<file path="src/rtl/regfed_alu_pkg.sv">
package regfed_alu_pkg;
  typedef enum logic [1:0] {
    OP_AND = 2'b00,
    OP_OR  = 2'b01,
    OP_ADD = 2'b10,
    OP_SUB = 2'b11
  } alu_op_e;
endpackage

</file>
<file path="src/rtl/nib_reg.sv">
module nib_reg #(
  parameter int W = 4
) (
  input  logic         clk,
  input  logic         rst_n,
  input  logic         we,
  input  logic [W-1:0] d,
  output logic [W-1:0] q
);
  logic [W-1:0] q_next;

  always_comb begin
    q_next = q;
    if (we) q_next = d;
  end

  always_ff @(negedge clk or negedge rst_n) begin
    if (!rst_n) q <= '0;
    else        q <= q_next;
  end


  property p_load;
    @(negedge clk) disable iff (!rst_n) we |=> (q == $past(d));
  endproperty
  load_chk: assert property (p_load);


  property p_hold;
    @(negedge clk) disable iff (!rst_n) !we |=> $stable(q);
  endproperty
  hold_chk: assert property (p_hold);
endmodule

</file>
<file path="src/rtl/alu_core.sv">
module alu_core
  import regfed_alu_pkg::*;
#(
  parameter int W = 4
) (
  input  logic [W-1:0] a,
  input  logic [W-1:0] b,
  input  alu_op_e      op,
  output logic [W-1:0] res,
  output logic         cout
);
  logic         sub;
  logic [W-1:0] b_eff;
  logic [W-1:0] sum;
  logic [W:0]   cy;

  assign sub   = (op == OP_SUB);
  assign b_eff = b ^ {W{sub}};
  assign cy[0] = sub;

  for (genvar i = 0; i < W; i++) begin : g_fa
    assign sum[i]  = a[i] ^ b_eff[i] ^ cy[i];
    assign cy[i+1] = (a[i] & b_eff[i]) | (cy[i] & (a[i] ^ b_eff[i]));
  end

  always_comb begin
    unique case (op)
      OP_AND:  begin res = a & b; cout = 1'b0;  end
      OP_OR:   begin res = a | b; cout = 1'b0;  end
      default: begin res = sum;   cout = cy[W]; end
    endcase
  end
endmodule

</file>
<file path="src/rtl/regfed_alu.sv">
module regfed_alu
  import regfed_alu_pkg::*;
#(
  parameter int W = 4
) (
  input  logic         clk,
  input  logic         rst_n,
  input  logic [1:0]   op,
  input  logic         a_we,
  input  logic [W-1:0] a_din,
  input  logic         b_we,
  input  logic [W-1:0] b_din,
  input  logic         r_we,
  output logic [W-1:0] a_q,
  output logic [W-1:0] b_q,
  output logic [W-1:0] r_q,
  output logic         c_q
);
  localparam int RW = W + 1;

  alu_op_e      op_e;
  logic [W-1:0] alu_res;
  logic         alu_cout;
  logic [RW-1:0] res_q;

  assign op_e = alu_op_e'(op);

  nib_reg #(.W(W)) u_reg_a (.clk(clk), .rst_n(rst_n), .we(a_we), .d(a_din), .q(a_q));
  nib_reg #(.W(W)) u_reg_b (.clk(clk), .rst_n(rst_n), .we(b_we), .d(b_din), .q(b_q));

  alu_core #(.W(W)) u_alu (.a(a_q), .b(b_q), .op(op_e), .res(alu_res), .cout(alu_cout));

  nib_reg #(.W(RW)) u_reg_r (.clk(clk), .rst_n(rst_n), .we(r_we),
                             .d({alu_cout, alu_res}), .q(res_q));

  assign r_q = res_q[W-1:0];
  assign c_q = res_q[W];


  property p_add;
    @(negedge clk) disable iff (!rst_n)
      (op_e == OP_ADD) |-> ({alu_cout, alu_res} == ({1'b0, a_q} + {1'b0, b_q}));
  endproperty
  add_sum_chk: assert property (p_add);


  property p_sub;
    @(negedge clk) disable iff (!rst_n)
      (op_e == OP_SUB) |-> ((alu_res == W'(a_q - b_q)) && (alu_cout == (a_q >= b_q)));
  endproperty
  sub_borrow_chk: assert property (p_sub);


  property p_logic;
    @(negedge clk) disable iff (!rst_n)
      (r_we && (op_e == OP_AND || op_e == OP_OR)) |=> (c_q == 1'b0);
  endproperty
  logic_carry_chk: assert property (p_logic);


  property p_and_old;
    @(negedge clk) disable iff (!rst_n)
      (r_we && op_e == OP_AND) |=> (r_q == ($past(a_q) & $past(b_q)));
  endproperty
  same_edge_chk: assert property (p_and_old);
endmodule

</file>
<file path="config.mk">
export PLATFORM = sky130hd
export DESIGN_NAME = regfed_alu
export DESIGN_NICKNAME = d
export VERILOG_FILES = /design/src/rtl/regfed_alu_pkg.sv /design/src/rtl/nib_reg.sv /design/src/rtl/alu_core.sv /design/src/rtl/regfed_alu.sv
export SDC_FILE = /design/constraint.sdc
export NUM_CORES = 1
export LEC_CHECK = 0
export ABC_AREA = 1
export ABC_CLOCK_PERIOD_IN_PS = 3160
export BUFFER_PORTS_ARGS = -buffer_cell sky130_fd_sc_hd__buf_4
export CAP_MARGIN = 20
export CORE_UTILIZATION = 40
export CTS_BUF_LIST = sky130_fd_sc_hd__clkbuf_8 sky130_fd_sc_hd__clkbuf_16
export DETAILED_ROUTE_END_ITERATION = 7
export GPL_TIMING_DRIVEN = 0
export PLACE_DENSITY_LB_ADDON = 0.2
export SYNTH_ARGS = -nofsm -noshare
export SYNTH_HDL_FRONTEND = slang
export SYNTH_SLANG_ARGS = --single-unit
</file>
<file path="constraint.sdc">
create_clock -name clk -period 3.16 [get_ports clk]
set_clock_uncertainty 0.1 [all_clocks]
set_input_delay 0.316 -clock clk [delete_from_list [all_inputs] [get_ports clk]]
set_output_delay 0.316 -clock clk [all_outputs]
set_load 0.03 [all_outputs]
</file>
==> impl_metrics.py <==
metrics = {
    "die": {
        "pin_count": 28,
        "fp-row-count": 15,
        "initial_core_util_pct": 43.1,
        "coreArea_mm2": 0.00175,
        "die_w_um": 45.4,
        "die_h_um": 45.4,
        "die_area_mm2": 0.00206,
    },
    "finish": {
        "diodes": 0,
        "drive_above_1_share_pct": 34.4,
        "fillCellCount": 163,
        "area_growth_pct": 45.1,
        "multi_input_area_um2": 377,
        "regArea_um2": 325,
        "nets": 146,
        "stdcell_area_mm2": 0.00109,
        "final_core_util_pct": 62.5,
    },
    "worst_setup_path": {
        "ff2ff_path_depth": 9,
        "cp-start-kind": "input port",
        "cp.arrival_ps": 1990,
        "cp_max_fo": 3,
        "worstPathRequired_ps": 1600,
        "path_class": "in -> reg",
        "end_kind": "flip-flop",
        "reg2reg_slack_ps": 850,
    },
    "clock_network": {
        "cts_tree": "yes",
        "postCtsHoldBufs": 0,
        "clock-root-buffer": "clkbuf_8",
        "worstSkewPairLatency_ps": 260,
        "cts.clk_slew.worst_paths_ps": 40,
        "cts_made_buffers": 3,
        "cts.sinks": 13,
        "htreeDepth": 1,
        "clk_path_buf_depth": 2,
    },
    "sta": {
        "slew_headroom_pct": 86.1,
        "final.setup.tns_ps": -764,
        "rsz0062_at_grt": "true",
        "slew_viol_final": 0,
        "fin_ws_ps": -398,
        "finalSetupViolCount": 3,
        "hold_viol_final": 0,
        "tightest_slew_ps": 206,
    },
    "power_and_ir_drop": {
        "leakagePower_nw": 0.584,
        "powerDensity_mw_per_mm2": 485,
        "max-vdd-ir-drop_v": 0.000356,
    },
    "placement": {
        "placed_cell_area_mm2": 0.00102,
        "hpwl_um": 1140,
        "globalplace.congestion": 0.791,
        "io_buffers": 26,
    },
    "route": {
        "drc": 0,
        "drt_iter0_markers": 6,
        "drt_first_pass_iters": 3,
        "wl_per_cell_um": 9.71,
        "vias": 653,
        "ant_nets": 0,
        "vias_per_cell": 4.35,
        "totalWireLength_um": 1460,
    },
    "global_routing": {
        "antenna_found_initial": 0,
        "grt_pass1_vias": 559,
        "track_usage_pct": 17.7,
        "grt-ovfl-total": 0,
        "grt_max_degree": 14,
        "grt_pass1_wl_um": 2420,
    },
    "yosys": {
        "syn_area_um2": 752,
        "yosysWarnings": 0,
        "ys_seq_area_share_pct": 43.3,
        "yosysUniqueCellTypes": 14,
        "syn_area_per_cell_um2": 8.17,
        "synth-seq-cells": 13,
        "synthTopCellsByArea": "dfrtn_1 43%, nand2_1 13%, inv_1 9.0%",
        "synthCells": 92,
        "synth_top_area_share_pct": 43.3,
        "synth_top_cell_by_area": "dfrtn_1",
        "synth.net_count": 112,
    },
    "outcome": {
        "violations": "setup timing",
        "status": "finished with violations",
    },
    "min_path": {
        "holdPathStages": 2,
        "hp-class": "reg -> reg",
    },
    "job": {
        "maxCapViolCount": 0,
    },
}
## final cells by class
cell class	instances	area share (%)
Multi-Input combinational cell	60	34.5
Buffer	1	1.83
Inverter	18	6.19
Timing Repair Buffer	29	20.6
Clock buffer	3	3.78
Clock inverter	1	0.344
Sequential cell	13	29.8
Tap cell	25	2.87
## per-layer routing
layer / up-vias / GRT usage (%) / share of wire, %
met1: 281 / 23.0 / 46
li1: 344 / - / -
met2: 23 / 25.2 / 44
met3: 5 / 4.80 / 6.7
met4: 0 / 12.7 / 3.0
met5: - / 0 / 0
## cell usage in the layout, fill, tap and decap left out, drive strengths merged
| master | count |
|---|---|
| a21oi | 4 |
| inv | 19 |
| a22o | 1 |
| o21ai | 10 |
| or2 | 3 |
| clkbuf | 3 |
| fa | 3 |
| dfrtn | 13 |
| xor2 | 3 |
| nor2 | 4 |
| nand2 | 26 |
| ha | 2 |
| nand3 | 4 |
| buf | 30 |
## synth_stat cells
cell type,instances
a21oi_1,4
a22o_2,1
buf_6,1
dfrtn_1,13
fa_1,3
ha_1,2
inv_1,18
nand2_1,26
nand3_1,4
nor2_1,2
nor2_2,2
o21ai_0,10
or2_2,3
xor2_1,3
## worst max-delay path, stage by stage
cell	delay, ps
buf_12	80
nand2_8	50
xor2_2	150
fa_2	370
fa_2	340
fa_1	480
a21oi_1	60
nand3_1	90
nand2_1	50
## through the flow
stage	total power [mW]	worst slack, ps	hold slack, ps	cells
3_3_place_gp	0.380	-720	327	143
3_5_place_dp	0.384	-733	328	143
5_1_grt	0.565	-441	346	150
2_1_floorplan	0.317	-650	522	92
6_report	0.529	-398	331	150
4_1_cts	0.536	-402	331	150
## registers in the layout, indices dropped and copies added, names as in the netlist
name,cells
u_reg_a.q,4
u_reg_b.q,4
u_reg_r.q,5
## repair_timing
action	CTS	global route
pin swaps	3	0
setup endpoints to repair	3	3
gates resized for setup	2	0
buffers inserted	3	0
## report_power, final
group | switching, mW | internal, mW
clock network | 0.0603 | 0.0859
registers | 0.0138 | 0.190
logic | 0.103 | 0.0763
## final timing paths
| kind | start | to |
|---|---|---|
| hold reg to reg | u_reg_r.q[3] | u_reg_r.q[3] |
| setup / recovery | op[1] | u_reg_r.q[3] |
| hold / removal | u_reg_r.q[3] | u_reg_r.q[3] |
| max in group asynchronous | rst_n | u_reg_a.q[1] |
| min in group asynchronous | rst_n | u_reg_r.q[3] |
| setup reg to reg | u_reg_b.q[0] | u_reg_r.q[3] |
## cells by family after synthesis
family / share of synthesized area (%)
flip-flops: 43.3
XOR/XNOR: 3.49
adder cells (fa/ha/maj): 11.3
AND/OR/NAND/NOR: 20.8
AO/OA/AOI/OAI: 10.6
buffers and inverters: 10.5
Power figures use the tool's default switching activity.
